<file path="config.mk">
export PLATFORM = sky130hd
export DESIGN_NAME = mdio_mgmt_master
export DESIGN_NICKNAME = d
export VERILOG_FILES = /design/src/rtl/mdio_pkg.sv /design/src/rtl/mdio_ctrl.sv /design/src/rtl/mdio_dpath.sv /design/src/rtl/mdio_mgmt_master.sv
export SDC_FILE = /design/constraint.sdc
export NUM_CORES = 1
export LEC_CHECK = 0
export BUFFER_PORTS_ARGS = -buffer_cell sky130_fd_sc_hd__clkbuf_2
export CAP_MARGIN = 20
export CORE_MARGIN = 1.5
export CORE_UTILIZATION = 58
export DETAILED_ROUTE_END_ITERATION = 10
export PLACE_DENSITY = 0.75
export SLEW_MARGIN = 40
export SYNTH_ARGS = -nofsm -noshare
export SYNTH_HDL_FRONTEND = slang
export SYNTH_SLANG_ARGS = --single-unit
</file>
<file path="constraint.sdc">
create_clock -name clk -period 2.7 [get_ports clk]
set_input_delay 0.54 -clock clk [delete_from_list [all_inputs] [get_ports clk]]
set_output_delay 0.54 -clock clk [all_outputs]
set_load 0.05 [all_outputs]
</file>
<file path="src/rtl/mdio_pkg.sv">
package mdio_pkg;
  localparam int FRAME_BITS = 64;
  localparam int POS_W      = $clog2(FRAME_BITS) + 1;
  localparam int TA_FIRST   = 46;
  localparam int TA_SECOND  = 47;
  localparam int DATA_FIRST = 48;

  localparam logic [4:0] OFS_CMD  = 5'h00;
  localparam logic [4:0] OFS_ADDR = 5'h04;
  localparam logic [4:0] OFS_WD   = 5'h08;
  localparam logic [4:0] OFS_RD   = 5'h0C;
  localparam logic [4:0] OFS_STAT = 5'h10;

  localparam logic [1:0] OP_READ  = 2'b10;

  typedef struct packed {
    logic             launch;
    logic             driveEdge;
    logic             sampleEdge;
    logic             finish;
    logic [POS_W-1:0] bitPos;
  } mdioStrobes_t;
endpackage

</file>
<file path="src/rtl/mdio_ctrl.sv">
module mdio_ctrl
  import mdio_pkg::*;
#(
  parameter int CLK_DIV_HALF = 20
) (
  input  logic         clk,
  input  logic         rstN,
  input  logic         startReq,
  output logic         busy,
  output logic         mdc,
  output mdioStrobes_t strb
);
  localparam int DIV_W = (CLK_DIV_HALF > 1) ? $clog2(CLK_DIV_HALF) : 1;
  localparam logic [DIV_W-1:0] DIV_LAST = DIV_W'(CLK_DIV_HALF - 1);
  localparam logic [POS_W-1:0] POS_END  = POS_W'(FRAME_BITS);

  logic [DIV_W-1:0] divCnt;
  logic [POS_W-1:0] bitPos;
  logic             tick;
  logic             tail;

  assign tick = busy && (divCnt == DIV_LAST);
  assign tail = (bitPos == POS_END);

  always_ff @(posedge clk) begin
    if (!rstN) begin
      busy   <= 1'b0;
      mdc    <= 1'b1;
      divCnt <= '0;
      bitPos <= '0;
    end else if (!busy) begin
      if (startReq) begin
        busy   <= 1'b1;
        divCnt <= '0;
        bitPos <= '0;
        mdc    <= 1'b1;
      end
    end else if (tick) begin
      divCnt <= '0;
      if (tail) begin
        busy <= 1'b0;
      end else begin
        mdc <= ~mdc;
        if (!mdc) bitPos <= bitPos + 1'b1;
      end
    end else begin
      divCnt <= divCnt + 1'b1;
    end
  end

  always_comb begin
    strb.launch     = startReq && !busy;
    strb.driveEdge  = tick && mdc && !tail;
    strb.sampleEdge = tick && !mdc;
    strb.finish     = tick && tail;
    strb.bitPos     = bitPos;
  end

  assert_mdc_idle_high_R1: assert property (@(posedge clk) disable iff (!rstN)
    !busy |-> mdc);

  generate
    if (CLK_DIV_HALF > 1) begin : gHalfCheck
      assert_mdc_half_period_R4: assert property (@(posedge clk) disable iff (!rstN)
        (busy && !$stable(mdc)) |=> $stable(mdc));
    end
  endgenerate

  assert_frame_ends_R2: assert property (@(posedge clk) disable iff (!rstN)
    (busy && tail && tick) |=> (!busy && mdc));
endmodule

</file>
<file path="src/rtl/mdio_dpath.sv">
module mdio_dpath
  import mdio_pkg::*;
(
  input  logic         clk,
  input  logic         rstN,
  input  mdioStrobes_t strb,
  input  logic         busy,
  input  logic         busWrEn,
  input  logic [4:0]   busAddr,
  input  logic [31:0]  busWrData,
  output logic [31:0]  busRdData,
  output logic         startReq,
  input  logic         mdioIn,
  output logic         mdioOut,
  output logic         mdioOe
);
  logic [13:0]           cmdReg;
  logic [31:0]           addrReg;
  logic [15:0]           wdReg;
  logic [15:0]           rdReg;
  logic                  failBit;
  logic [FRAME_BITS-1:0] shiftReg;
  logic [15:0]           rxShift;
  logic                  taOk;
  logic                  isRead;
  logic                  mdoReg;
  logic                  oeReg;
  logic                  cmdWr;
  logic                  readCmd;
  logic [FRAME_BITS-1:0] frameWord;

  assign cmdWr    = busWrEn && (busAddr == OFS_CMD);
  assign startReq = cmdWr && busWrData[14] && !busy;
  assign readCmd  = (busWrData[11:10] == OP_READ);
  assign frameWord = {32'hFFFF_FFFF, busWrData[13:0],
                      readCmd ? 2'b11 : 2'b10,
                      readCmd ? 16'hFFFF : wdReg};

  always_ff @(posedge clk) begin
    if (!rstN) begin
      cmdReg  <= '0;
      addrReg <= '0;
      wdReg   <= '0;
    end else if (busWrEn) begin
      if (busAddr == OFS_CMD && !busy) cmdReg <= busWrData[13:0];
      if (busAddr == OFS_ADDR)         addrReg <= busWrData;
      if (busAddr == OFS_WD)           wdReg <= busWrData[15:0];
    end
  end

  always_ff @(posedge clk) begin
    if (!rstN) begin
      shiftReg <= '1;
      rxShift  <= '0;
      rdReg    <= '0;
      failBit  <= 1'b0;
      taOk     <= 1'b0;
      isRead   <= 1'b0;
      mdoReg   <= 1'b1;
      oeReg    <= 1'b0;
    end else begin
      if (strb.launch) begin
        shiftReg <= frameWord;
        isRead   <= readCmd;
        taOk     <= 1'b0;
        if (readCmd) failBit <= 1'b0;
      end
      if (strb.driveEdge) begin
        mdoReg   <= shiftReg[FRAME_BITS-1];
        shiftReg <= {shiftReg[FRAME_BITS-2:0], 1'b1};
        oeReg    <= !(isRead && strb.bitPos >= POS_W'(TA_FIRST));
      end
      if (strb.sampleEdge) begin
        if (isRead && strb.bitPos == POS_W'(TA_SECOND)) taOk <= !mdioIn;
        if (strb.bitPos >= POS_W'(DATA_FIRST)) rxShift <= {rxShift[14:0], mdioIn};
      end
      if (strb.finish) begin
        oeReg  <= 1'b0;
        mdoReg <= 1'b1;
        if (isRead) begin
          if (taOk) rdReg <= rxShift;
          else      failBit <= 1'b1;
        end
      end
    end
  end

  always_comb begin
    case (busAddr)
      OFS_CMD:  busRdData = {17'b0, busy, cmdReg};
      OFS_ADDR: busRdData = addrReg;
      OFS_WD:   busRdData = {16'b0, wdReg};
      OFS_RD:   busRdData = {16'b0, rdReg};
      OFS_STAT: busRdData = {30'b0, failBit, 1'b0};
      default:  busRdData = '0;
    endcase
  end

  assign mdioOut = mdoReg;
  assign mdioOe  = oeReg;

  assert_oe_off_idle_R1: assert property (@(posedge clk) disable iff (!rstN)
    !busy |-> !mdioOe);

  assert_read_release_R5: assert property (@(posedge clk) disable iff (!rstN)
    (busy && isRead && strb.bitPos >= POS_W'(TA_SECOND)) |-> !mdioOe);

  assert_rddata_hold_R6: assert property (@(posedge clk) disable iff (!rstN)
    $rose(failBit) |-> $stable(rdReg));

  assert_fail_clear_R7: assert property (@(posedge clk) disable iff (!rstN)
    (strb.launch && readCmd) |=> !failBit);

  assert_busy_ignore_R8: assert property (@(posedge clk) disable iff (!rstN)
    (busy && cmdWr) |=> $stable(cmdReg));
endmodule

</file>
<file path="src/rtl/mdio_mgmt_master.sv">
module mdio_mgmt_master
  import mdio_pkg::*;
#(
  parameter int CLK_DIV_HALF = 20
) (
  input  logic        clk,
  input  logic        rstN,
  input  logic        busWrEn,
  input  logic [4:0]  busAddr,
  input  logic [31:0] busWrData,
  output logic [31:0] busRdData,
  output logic        mdc,
  output logic        mdioOut,
  output logic        mdioOe,
  input  logic        mdioIn
);
  mdioStrobes_t strb;
  logic         busy;
  logic         startReq;

  mdio_ctrl #(.CLK_DIV_HALF(CLK_DIV_HALF)) uCtrl (
    .clk      (clk),
    .rstN     (rstN),
    .startReq (startReq),
    .busy     (busy),
    .mdc      (mdc),
    .strb     (strb)
  );

  mdio_dpath uDpath (
    .clk       (clk),
    .rstN      (rstN),
    .strb      (strb),
    .busy      (busy),
    .busWrEn   (busWrEn),
    .busAddr   (busAddr),
    .busWrData (busWrData),
    .busRdData (busRdData),
    .startReq  (startReq),
    .mdioIn    (mdioIn),
    .mdioOut   (mdioOut),
    .mdioOe    (mdioOe)
  );
endmodule

</file>
# After elaboration in Yosys (flattened, before gate mapping)
# Index checks and enable logic that the tools add are counted.
[totals]
reg_bits = 177
output_inout_bits = 35
word_cells = 91
[op_classes]
n_bitwise = 2
n_lt_le_gt_ge = 2
addsub = 2
muxes = 29
eq_ne = 11
n_reduce_logical = 29
[ops]
columns = ["cell", "n"]
rows = [
  ["$pmux 32 s5", 1],
  ["$mux 64", 2],
  ["$mux 7", 5],
  ["$mux 1", 17],
  ["$mux 16", 1],
  ["$mux 5", 3],
  ["$ge 7x6->1 const B", 2],
  ["$logic_and 1x1->1", 12],
  ["$eq 5x4->1 const B", 2],
  ["$eq 5x5->1 const B", 2],
  ["$reduce_and 2->1", 4],
  ["$add 7x1->7 const B", 1],
  ["$eq 7x6->1 const B", 1],
  ["$eq 7x7->1 const B", 1],
  ["$ne 2x2->1 const B", 3],
  ["$reduce_and 3->1", 2],
  ["$add 5x1->5 const B", 1],
  ["$eq 5x3->1 const B", 1],
  ["$logic_not 1->1", 5],
  ["$logic_not 5->1", 1],
  ["$reduce_and 4->1", 1],
  ["$reduce_bool 2->1", 2],
  ["$reduce_or 2->1", 2],
  ["$eq 2x2->1 const B", 1],
  ["$not 1->1", 2],
]

# Depth between registers and ports, before layout
# Gate-level depths: netlist of the first run.
[logic_depth]
word_depth = 9
mapped_depth = 8
ltp_nobuf = 6

# Modules after synthesis
# A second synthesis of the first run with hierarchy kept.
[unflattened]
hier_cells = 904
hier_area_um2 = 7780.0
[by_module_without_submodules]
columns = ["mod", "area_per_inst_um2", "cells_each", "n_inst"]
rows = [
  ["mdio_dpath", 6991.7, 818, 1],
  ["mdio_ctrl", 788.3, 86, 1],
]

# Worst setup path before layout of the first run
# OpenSTA, ideal clock, no wires.
[synth_timing]
path_type = "input -> output"
startpoint = "in busAddr[2]"
endpoint = "out busRdData[1]"
t_arrival_ps = 2481
required_time_ps = 2160
stages = 5
setup_slack_ps = -321
path_cell_list = "buf_1 -> mux4_2 -> nor2b_1 -> a31oi_1 -> nor3_1"
[synth_via]
elab_chain_cells = 2
word_cells_on_any_way = 6
[synth_rtl]
columns = ["item", "line_no", "source"]
rows = [
  ["from (decl)", "mdio_mgmt_master.sv:9", "input logic [4:0] busAddr,"],
  ["$eq 5x5->1, or another cell as far along", "mdio_dpath.sv:89", "case (busAddr)"],
  ["$pmux 32 s5 *", "mdio_dpath.sv:89", ""],
  ["to (decl)", "mdio_mgmt_master.sv:11", "output logic [31:0] busRdData,"],
]
# Mark *: on every way between the ends. The rest lies on a longest branch, timed or not.

# Worst setup path in the final report of the first run
[layout_timing]
startpoint = "reg uDpath.wdReg[1]"
endpoint = "out busRdData[1]"
[layout_via]
elab_chain_cells = 1
[layout_rtl]
columns = ["item", "line_no", "source"]
rows = [
  ["from (decl)", "mdio_dpath.sv:19", "logic [15:0] wdReg;"],
  ["from (signal assigned)", "mdio_dpath.sv:47", "if (busAddr == OFS_WD) wdReg <= busWrData[15:0];"],
  ["$pmux 32 s5", "mdio_dpath.sv:89", ""],
]
# Every way passes these cells.

==> results.yml, run 1 <==
hold_path:
  hold_path_depth: 3
  hold_path.class: "in2reg"
  min_from: "busWrData[19]"
  whs_endpoint: "uDpath.addrReg[19]"
global_routing:
  gr-total-overflow: 0
  first_global_vias: 5970
  grt_usage: 0.2600
  grt_max_degree: 72
  grt_pass1_wl_um: 29100
  antenna_found_initial: 0
outcome:
  outcome: "completed"
power_and_ir_drop:
  clkPwrFrac: 0.478
  p_comb_frac: 0.037
  ir_drop_mv: 0.5271
  power_frac_seq: 0.485
  power.leakage_nw: 3.341
  total_power_mw: 5.415
  power_switching_mw: 1.122
  p_per_area_mw_per_mm2: 621.2
  netSwitchingFraction: 0.2072
  intPower_mw: 4.294
detailed_routing:
  num_vias: 6336
  drtIter0Drc: 466
  drc: 0
  wirelength_um: 17820
  viasPerCell: 6.110
  wl_per_cell_um: 17.18
  drt_first_pass_iters: 5
  postRouteAntennaNets: 0
placement:
  port_buffers: 75
  hpwl_um: 11630
  dpl_worst_slack_ps: 336.1
  gp_congestion: 0.8746
  dp_cells: 1005
cts:
  path_clk_slew_ps: 60
  cts_hold_buf: 0
  cts_buffers: 17
  clk_latency_ps: 420
  cts_tree: "done"
  h-tree-depth: 4
  cts_sinks: 177
  clockRootBuffer: "clkbuf_16"
  clockBufferDepth: 2
  post_cts_buffers: 0
  cts_resized: 0
final_layout:
  syn2layout_area_growth_pct: 14.76
  n_antenna_cell: 0
  final_nets: 896
  final_cell_count_no_fill: 1037
  final_layout_size_suffix_gt1_frac: 0.1827
synth:
  async_flop_share: 0
  synth_adder_area_share: 0.004942
  ys_types: 50
  yosysSeqAreaShare: 0.4665
  synth_mux_area_frac: 0.1303
  synth.avg_cell_area_um2: 9.343
  syn-num-nets: 857
  synth_ff_type: "dfxtp_1"
  synth_compound_area_frac: 0.1721
  syn-cell-area_mm2: 0.007596
  synth_top_cell_by_area: "dfxtp_1"
  yosysWarnings: 0
  synth_top_family_by_area: "simple AND/OR/NAND/NOR gates"
  synth_edf_count: 0
  yosys.area_share.simple: 0.1731
  ys_seq_elements: 177
  synth_area_leaders: "dfxtp_1 (47%), mux2i_1 (8.4%), mux4_2 (4.4%), nor2_1 (4.1%), a221o_1 (3.8%)"
  synthCells: 813
  synth_top_area_share: 0.4665
  synthXorXnorAreaFrac: 0
sta:
  slew_headroom: 0.5355
  rsz0062_at_grt: "false"
  fmax_mhz: 413.7
  fin_ws_ps: 282.9
  worst_slew_pin_slew_ps: 695.1
  tns_ps: 0
  fin_hold_ws_ps: 338.4
  setup_viol: 0
  min_period_ps: 2417
  finClkSkew_ps: 7.125
  final-hold-violation-count: 0
  drv_slew: 0
  period_share: 0.8952
floorplanning:
  dieHeight_um: 117.4
  core-area_mm2: 0.01272
  die_w_um: 117.4
  start_util: 0.5971
  die_area_mm2: 0.01379
  ioPinCount: 76
  num_rows: 41
setup_path:
  r2r-end: "uCtrl.bitPos[2]"
  setup.worst_path.start_class: "flip-flop"
  rr_startpoint: "uCtrl.divCnt[0]"
  r2r_slack_ps: 400
  end_kind: "primary output"
  path_max_fanout: 3
  ff2ff_path_depth: 6
  path_class: "reg2out"
  crit_required_ps: 2160
  critPathArrivalTime_ps: 1880
run:
  drv_cap: 0
[Yosys cell counts (all sizes together) (15+ instances only)]
| cell type | instances |
|---|---|
| nand2 | 73 |
| o21ai | 53 |
| and2 | 15 |
| a211oi | 34 |
| nor3 | 38 |
| nor2 | 83 |
| a21oi | 43 |
| buf | 21 |
| mux2i | 64 |
| clkbuf | 56 |
| dfxtp | 177 |
| mux4 | 15 |
| and3 | 21 |
| a221o | 29 |
[per-layer routing]
metal	track usage	part of all wire	vias up	wire length [um]
met5	0	0	-	0
li1	-	-	3012	-
met4	0.09414	0.020	0	352
met3	0.05934	0.047	34	841
met1	0.3203	0.44	3091	7821
met2	0.4460	0.49	199	8804
[through the flow]
stage	cell area, um2	utilization
3_5_place_dp	8095	0.6363
5_1_grt	8717	0.6852
6_report	8717	0.6852
3_3_place_gp	8083	0.6353
4_1_cts	8717	0.6852
2_1_floorplan	7602	-
[worst max-delay path, cell delays in order (launching register included)]
cell and delay, ps:
dfxtp_1 350, mux4_2 450, nor2b_1 150, a31oi_1 190, nor3_2 80, clkbuf_2 240
[area by class of cell]
class	count	area, um2
well taps	172	215.2
clock buffers	23	467.9
multi-input cells	551	3700
flip-flops and latches	177	3543
fillers	1041	4005
inverters	8	31.28
clock inverters	9	153.9
repair buffers	97	605.6
[worst max-delay path by stage]
stage / start / to / slack (ps)
after floorplan: busAddr[4] / busRdData[15] / 170
after global placement: busAddr[2] / busRdData[5] / 360
after detailed placement: busAddr[2] / busRdData[1] / 340
after CTS: uDpath.wdReg[1] / busRdData[1] / 270
after global routing: uCtrl.divCnt[0] / uCtrl.bitPos[2] / 210
final: uDpath.wdReg[1] / busRdData[1] / 280
[power groups by stage]
stage	Clock (mW)	Sequential, mW	Combinational (mW)
detailed placement	0	2.69	0.198
global route	2.75	2.63	0.215
global placement	0	2.69	0.194
finish	2.59	2.63	0.200
floorplan	0	2.68	0.115
CTS	2.62	2.63	0.199
[flip-flops by register name, summed over array words and instances, names as in the netlist, 5 cells and up]
register,count
uCtrl.bitPos,7
uCtrl.divCnt,5
uDpath.addrReg,32
uDpath.cmdReg,14
uDpath.rdReg,16
uDpath.rxShift,16
uDpath.shiftReg,64
uDpath.wdReg,16
[kinds of logic after synthesis]
family / after synthesis
muxes: 80
DFF: 177
adders and majority gates: 3
and+or+nand+nor: 272
AOI/OAI and AO/OA: 196
buffers and inverters: 85
[placed cells by master, fill, tap and decap left out, drive strengths merged, types with 4 or more instances in the layout]
cell type | synthesis | final
dfxtp | 177 | 177
clkbuf | 56 | 97
nor2 | 83 | 83
nand2 | 73 | 73
mux2i | 64 | 64
o21ai | 53 | 53
a21oi | 43 | 43
nor3 | 38 | 38
a211oi | 34 | 34
a221o | 29 | 29
buf | 21 | 23
and3 | 21 | 21
mux4 | 15 | 15
and2 | 15 | 15
nand3 | 13 | 13
a21o | 13 | 13
o31ai | 8 | 8
inv | 8 | 8
nor2b | 7 | 7
or4 | 7 | 7
a31oi | 4 | 4
bufinv | 0 | 4
(Power assumes the default switching activity.)
==> run 2: changes to the inputs <==
--- a/config.mk
+++ b/config.mk
@@ -5,11 +5,14 @@
 export SDC_FILE = /design/constraint.sdc
 export NUM_CORES = 1
 export LEC_CHECK = 0
+export ABC_AREA = 0
 export BUFFER_PORTS_ARGS = -buffer_cell sky130_fd_sc_hd__clkbuf_2
 export CAP_MARGIN = 20
+export CORE_ASPECT_RATIO = 1.25
 export CORE_MARGIN = 1.5
 export CORE_UTILIZATION = 58
 export DETAILED_ROUTE_END_ITERATION = 10
+export MAX_ROUTING_LAYER = met4
 export PLACE_DENSITY = 0.75
 export SLEW_MARGIN = 40
 export SYNTH_ARGS = -nofsm -noshare
==> run 2 against run 1 <==
Effect of this change:
- register-to-register slack better by 80 ps
- combinational power is 2% lower
- highest routed layer unchanged
- worst setup slack better by 44 ps
- die area hardly changed
- sequential share of layout area hardly changed
- global-route usage is 2.5 points higher
- clock power hardly changed
- largest power group unchanged
==> results.yml, run 2 (synthesis gave the netlist of run 1 again) <==
power_and_ir_drop:
  power.leakage_nw: 3.356
  ir_drop_mv: 0.3464
  power_switching_mw: 1.130
  netSwitchingFraction: 0.2075
  clkPwrFrac: 0.481
  power_frac_seq: 0.483
  p_per_area_mw_per_mm2: 624.8
  total_power_mw: 5.444
  p_comb_frac: 0.036
  intPower_mw: 4.315
detailed_routing:
  viasPerCell: 6.066
  num_vias: 6290
  postRouteAntennaNets: 0
  wirelength_um: 18190
  drtIter0Drc: 385
  drc: 0
  drt_first_pass_iters: 5
  wl_per_cell_um: 17.54
sta:
  tns_ps: 0
  rsz0062_at_grt: "false"
  slew_headroom: 0.5343
  setup_viol: 0
  min_period_ps: 2373
  fmax_mhz: 421.4
  drv_slew: 0
  period_share: 0.8789
  finClkSkew_ps: 7.610
  final-hold-violation-count: 0
  worst_slew_pin_slew_ps: 688.8
setup_path:
  rr_startpoint: "uCtrl.divCnt[0]"
  critPathArrivalTime_ps: 1830
  end_kind: "primary output"
  path_class: "reg2out"
  slowest_delay_ps: 450
  critPathSlowestCell: "mux4_2"
  r2r_slack_ps: 480
  r2r-end: "uCtrl.bitPos[2]"
  crit_family: "multiplexers"
  path_max_fanout: 3
  ff2ff_path_depth: 6
  setup.worst_path.start_class: "flip-flop"
  crit_buf_inv: 1
  crit_required_ps: 2160
  path_cells: "mux4_2 > nor2b_1 > a31oi_1 > nor3_2 > clkbuf_2"
floorplanning:
  core-area_mm2: 0.01272
  ioPinCount: 76
  dieHeight_um: 131.0
  start_util: 0.5972
  num_rows: 46
  die_w_um: 105.4
  die_area_mm2: 0.01380
placement:
  place_area_mm2: 0.008082
  port_buffers: 75
  hpwl_um: 12050
  gp_congestion: 0.8701
global_routing:
  first_global_vias: 6189
  grt_pass1_wl_um: 30220
  grt_usage: 0.2847
  gr-total-overflow: 0
  antenna_found_initial: 0
  grt_max_degree: 56
cts:
  cts_tree: "done"
  cts_hold_buf: 0
  post_cts_buffers: 0
  clockBufferDepth: 2
  cts_resized: 0
  cts_buffers: 17
  cts_sinks: 177
  clockRootBuffer: "clkbuf_16"
  path_clk_slew_ps: 60
  h-tree-depth: 4
  clk_latency_ps: 430
final_layout:
  mostFrequentLayoutCells: "dfxtp_1 (176), nor2_1 (82), clkbuf_2 (75)"
  syn2layout_area_growth_pct: 14.71
  reg_top3: "uDpath.shiftReg x64, uDpath.addrReg x32"
  finalInstanceArea_mm2: 0.008713
  largest_reg_flops: 64
  n_antenna_cell: 0
  final_nets: 900
  multi_input_area_mm2: 0.003687
  fillers: 1017
  top_register: "uDpath.shiftReg"
  final_common_cell: "dfxtp_1"
  final_layout_size_suffix_gt1_frac: 0.1887
  seq_area_mm2: 0.003545
outcome:
  outcome: "completed"
run:
  drv_cap: 0
hold_path:
  hold_path_depth: 3
  min_from: "busWrData[26]"
  whs_endpoint: "uDpath.addrReg[26]"
  hold_path.class: "in2reg"
run 2: area by class of cell:
class                      instances  area share
tap                              168     0.02412
inverter                           8    0.003590
timing repair buffer             101     0.06979
clock buffer                      23     0.05485
multi-input combinational        551      0.4232
sequential                       177      0.4068
clock inverter                     9     0.01766
run 2: through the flow:
step | hold slack (ps) | worst slack, ps | std cells | utilization
after floorplan | 431.9 | 165.1 | 813 | -
after global placement | 436.8 | 392.6 | 1005 | 0.6354
after detailed placement | 445.1 | 355.6 | 1005 | 0.6354
after CTS | 318.8 | 305.2 | 1037 | 0.6850
after global routing | 328.0 | 223.5 | 1037 | 0.6850
final | 332.6 | 327.0 | 1037 | 0.6850
run 2: worst max path at each step:
stage,slack [ps],cells after the start,from,endpoint
final,330,5,uDpath.wdReg[1],busRdData[1]
after floorplan,170,3,busAddr[4],busRdData[15]
after CTS,310,5,uDpath.wdReg[1],busRdData[1]
after global routing,220,5,uDpath.wdReg[1],busRdData[1]
after global placement,390,5,busAddr[2],busRdData[12]
after detailed placement,360,6,busAddr[2],busRdData[1]
run 2: power by group through the flow:
stage / registers [mW] / clock network (mW) / logic [mW]
after global placement: 2.69 / 0 / 0.190
after CTS: 2.63 / 2.64 / 0.195
after floorplan: 2.68 / 0 / 0.115
after global routing: 2.63 / 2.76 / 0.216
final: 2.63 / 2.62 / 0.196
after detailed placement: 2.69 / 0 / 0.193
run 2: worst reg2reg max path, stage by stage, from the launching register on:
cell,delay [ps]
dfxtp_1,380
ha_1,310
and4bb_2,310
o211ai_1,160
buf_4,290
or4_2,560
a21oi_1,150
run 2: metal layers:
layer / GRT usage / vias to the layer above / wire (um)
met5: - / - / 0
met4: 0.1007 / 0 / 291
met3: 0.06002 / 26 / 878
met2: 0.4798 / 163 / 9242
met1: 0.3397 / 3077 / 7776
li1: - / 3024 / -
==> run 3: changes to the inputs <==
--- a/config.mk
+++ b/config.mk
@@ -6,6 +6,7 @@
 export NUM_CORES = 1
 export LEC_CHECK = 0
 export ABC_AREA = 0
+export ABC_CLOCK_PERIOD_IN_PS = 2700
 export BUFFER_PORTS_ARGS = -buffer_cell sky130_fd_sc_hd__clkbuf_2
 export CAP_MARGIN = 20
 export CORE_ASPECT_RATIO = 1.25
@@ -13,8 +14,9 @@
 export CORE_UTILIZATION = 58
 export DETAILED_ROUTE_END_ITERATION = 10
 export MAX_ROUTING_LAYER = met4
-export PLACE_DENSITY = 0.75
+export PLACE_DENSITY = 0.74
 export SLEW_MARGIN = 40
 export SYNTH_ARGS = -nofsm -noshare
 export SYNTH_HDL_FRONTEND = slang
+export SYNTH_HIERARCHICAL = 1
 export SYNTH_SLANG_ARGS = --single-unit
==> run 3 against run 2 <==
Effect of this change:
- global-route usage up 0.89 points
- die area up 2.4%
- cell count up 8.8%
- largest power group is now the clock network
- flip-flop and latch count unchanged
- clock skew down 1.7 ps
- synthesized cell count up 11%
- critical path depth up 3
==> results.yml, run 3 <==
synth:
  synth_top_cell_by_area: "dfxtp_1"
  synth.avg_cell_area_um2: 8.606
  synth_ff_type: "dfxtp_1"
  yosysSeqAreaShare: 0.4555
  synth_edf_count: 0
  yosysWarnings: 6
  async_flop_share: 0
  ys_seq_elements: 177
  syn-cell-area_mm2: 0.007780
  ys_types: 59
  netlist_top_cells_count: "dfxtp_1 (177), nand2_1 (175), nand3_1 (78), mux2i_1 (61), a21oi_1 (57)"
  synthCells: 904
  syn-num-nets: 948
  yosysMostFrequentCell: "dfxtp_1"
  synth_top_area_share: 0.4555
  synth_area_leaders: "dfxtp_1 (46%), nand2_1 (8.4%), mux2i_1 (7.8%), nand3_1 (5.0%), a21oi_1 (3.7%)"
detailed_routing:
  viasPerCell: 6.128
  wl_per_cell_um: 17.59
  top_layer: "met4"
  num_vias: 6912
  postRouteAntennaNets: 0
  drc: 0
  wl_met3_um: 1301
  wl_met2_um: 9736
  m1WireLength_um: 8296
  drt_first_pass_iters: 6
  wirelength_um: 19850
  drtIter0Drc: 694
power_and_ir_drop:
  ir_drop_mv: 0.4535
  p_per_area_mw_per_mm2: 613.2
  power.leakage_nw: 3.576
  total_power_mw: 5.617
cts:
  cts_resized: 0
  clockBufferDepth: 2
  cts_hold_buf: 0
  clk_latency_ps: 430
  cts_tree: "done"
  cts_buffers: 17
  cts_sinks: 177
  clockRootBuffer: "clkbuf_16"
  h-tree-depth: 4
  post_cts_buffers: 0
  path_clk_slew_ps: 70
setup_path:
  crit_buf_inv: 2
  end_kind: "flip-flop"
  ff2ff_path_depth: 8
  path_cells: "ha_1 > nand4bb_1 > a311o_2 > nor2_2 > clkinv_1 > buf_6 > o22ai_1 > nand2_1"
  setup.worst_path.start_class: "flip-flop"
  r2r_slack_ps: 260
  critPathSlowestCell: "a311o_2"
  critPathArrivalTime_ps: 2740
  rr_startpoint: "uCtrl/divCnt[0]"
  path_max_fanout: 50
  crit_family: "compound AO/OA/AOI/OAI gates"
  path_class: "reg2reg"
  crit_required_ps: 3010
  r2r-end: "uDpath/shiftReg[36]"
  slowest_delay_ps: 470
  critPathLaunch: "uCtrl/divCnt[0]"
final_layout:
  finalInstanceArea_mm2: 0.009160
  final_nets: 989
  top_register: "uDpath/shiftReg"
  mostFrequentLayoutCells: "dfxtp_1 (177), nand2_1 (175), nand3_1 (78)"
  reg_top3: "uDpath/shiftReg x64, uDpath/addrReg x32"
  final_common_cell: "dfxtp_1"
  n_antenna_cell: 0
  seq_area_mm2: 0.003543
  largest_reg_flops: 64
  multi_input_area_mm2: 0.003860
  fillers: 1026
  final_cell_count_no_fill: 1128
  final_layout_size_suffix_gt1_frac: 0.1745
  syn2layout_area_growth_pct: 17.74
sta:
  fmax_mhz: 410.6
  tns_ps: 0
  worst_slew_pin_slew_ps: 652.6
  slew_headroom: 0.5637
  period_share: 0.9021
  final-hold-violation-count: 0
  setup_viol: 0
  rsz0062_at_grt: "false"
  min_period_ps: 2436
  finClkSkew_ps: 5.894
  drv_slew: 0
  fin_ws_ps: 264.3
floorplanning:
  num_rows: 47
  start_util: 0.5906
  dieHeight_um: 132.5
  die_area_mm2: 0.01412
  core-area_mm2: 0.01317
  ioPinCount: 76
  die_w_um: 106.6
outcome:
  outcome: "completed"
global_routing:
  grt_max_degree: 53
  first_global_vias: 6534
  grt_usage: 0.2936
  antenna_found_initial: 0
  grt_pass1_wl_um: 32310
  gr-total-overflow: 0
placement:
  dp_cells: 1097
  place_area_mm2: 0.008484
  gp_congestion: 0.8776
  hpwl_um: 13300
  dpl_worst_slack_ps: 154.5
  port_buffers: 75
hold_path:
  hold_path.class: "in2reg"
  min_from: "busWrData[24]"
  hold_path_depth: 3
  whs_endpoint: "uDpath/addrReg[24]"
run:
  drv_cap: 0
## run 3: logic make-up after synthesis
| family | Yosys count | share of synthesized area |
|---|---|---|
| AOI/OAI and AO/OA | 169 | 0.1346 |
| xor gates and xnor gates | 1 | 0.001126 |
| adders and majority gates | 3 | 0.004825 |
| buffers and inverters | 88 | 0.04937 |
| DFF | 177 | 0.4555 |
| muxes | 80 | 0.1074 |
| and+or+nand+nor | 386 | 0.2472 |
## run 3: per-stage QoR
stage / utilization / hold slack [ps]
after floorplan: - / 428.4
after global placement: 0.6441 / 437.9
after detailed placement: 0.6441 / 445.5
after CTS: 0.6951 / 329.3
after global routing: 0.6954 / 334.0
final: 0.6954 / 337.6
## run 3: layout make-up
type	instances	share of cell area
Tap cell	171	0.02336
Multi-Input combinational cell	639	0.4214
Clock buffer	18	0.04794
Clock inverter	13	0.02541
Timing Repair Buffer	101	0.09138
Inverter	9	0.003688
Sequential cell	177	0.3868
## run 3: how the worst max path moves through the flow
stage	depth (start not counted)	to
3_5_place_dp	9	uDpath/shiftReg[20]
4_1_cts	8	uDpath/shiftReg[36]
3_3_place_gp	9	uDpath/shiftReg[23]
5_1_grt	8	uDpath/shiftReg[41]
6_report	8	uDpath/shiftReg[36]
2_1_floorplan	10	uDpath/shiftReg[29]
## run 3: where the power goes
| part | total, mW | internal (mW) | switching, mW |
|---|---|---|---|
| registers | 2.63 | 2.62 | 0.00640 |
| logic | 0.220 | 0.0695 | 0.151 |
| clock network | 2.77 | 1.76 | 1.01 |
| total | 5.62 | 4.45 | 1.17 |
## run 3: metal layers
layer | vias to the layer above | track usage
met4 | 0 | 0.1148
met1 | 3280 | 0.3698
met5 | - | -
li1 | 3297 | -
met3 | 53 | 0.05025
met2 | 282 | 0.4690
## run 3: tightest hold or removal path: cells and delay by family
kind          cells  cell delay, ps
buf+inv           1              80
simple gates      1              50
mux               1              50
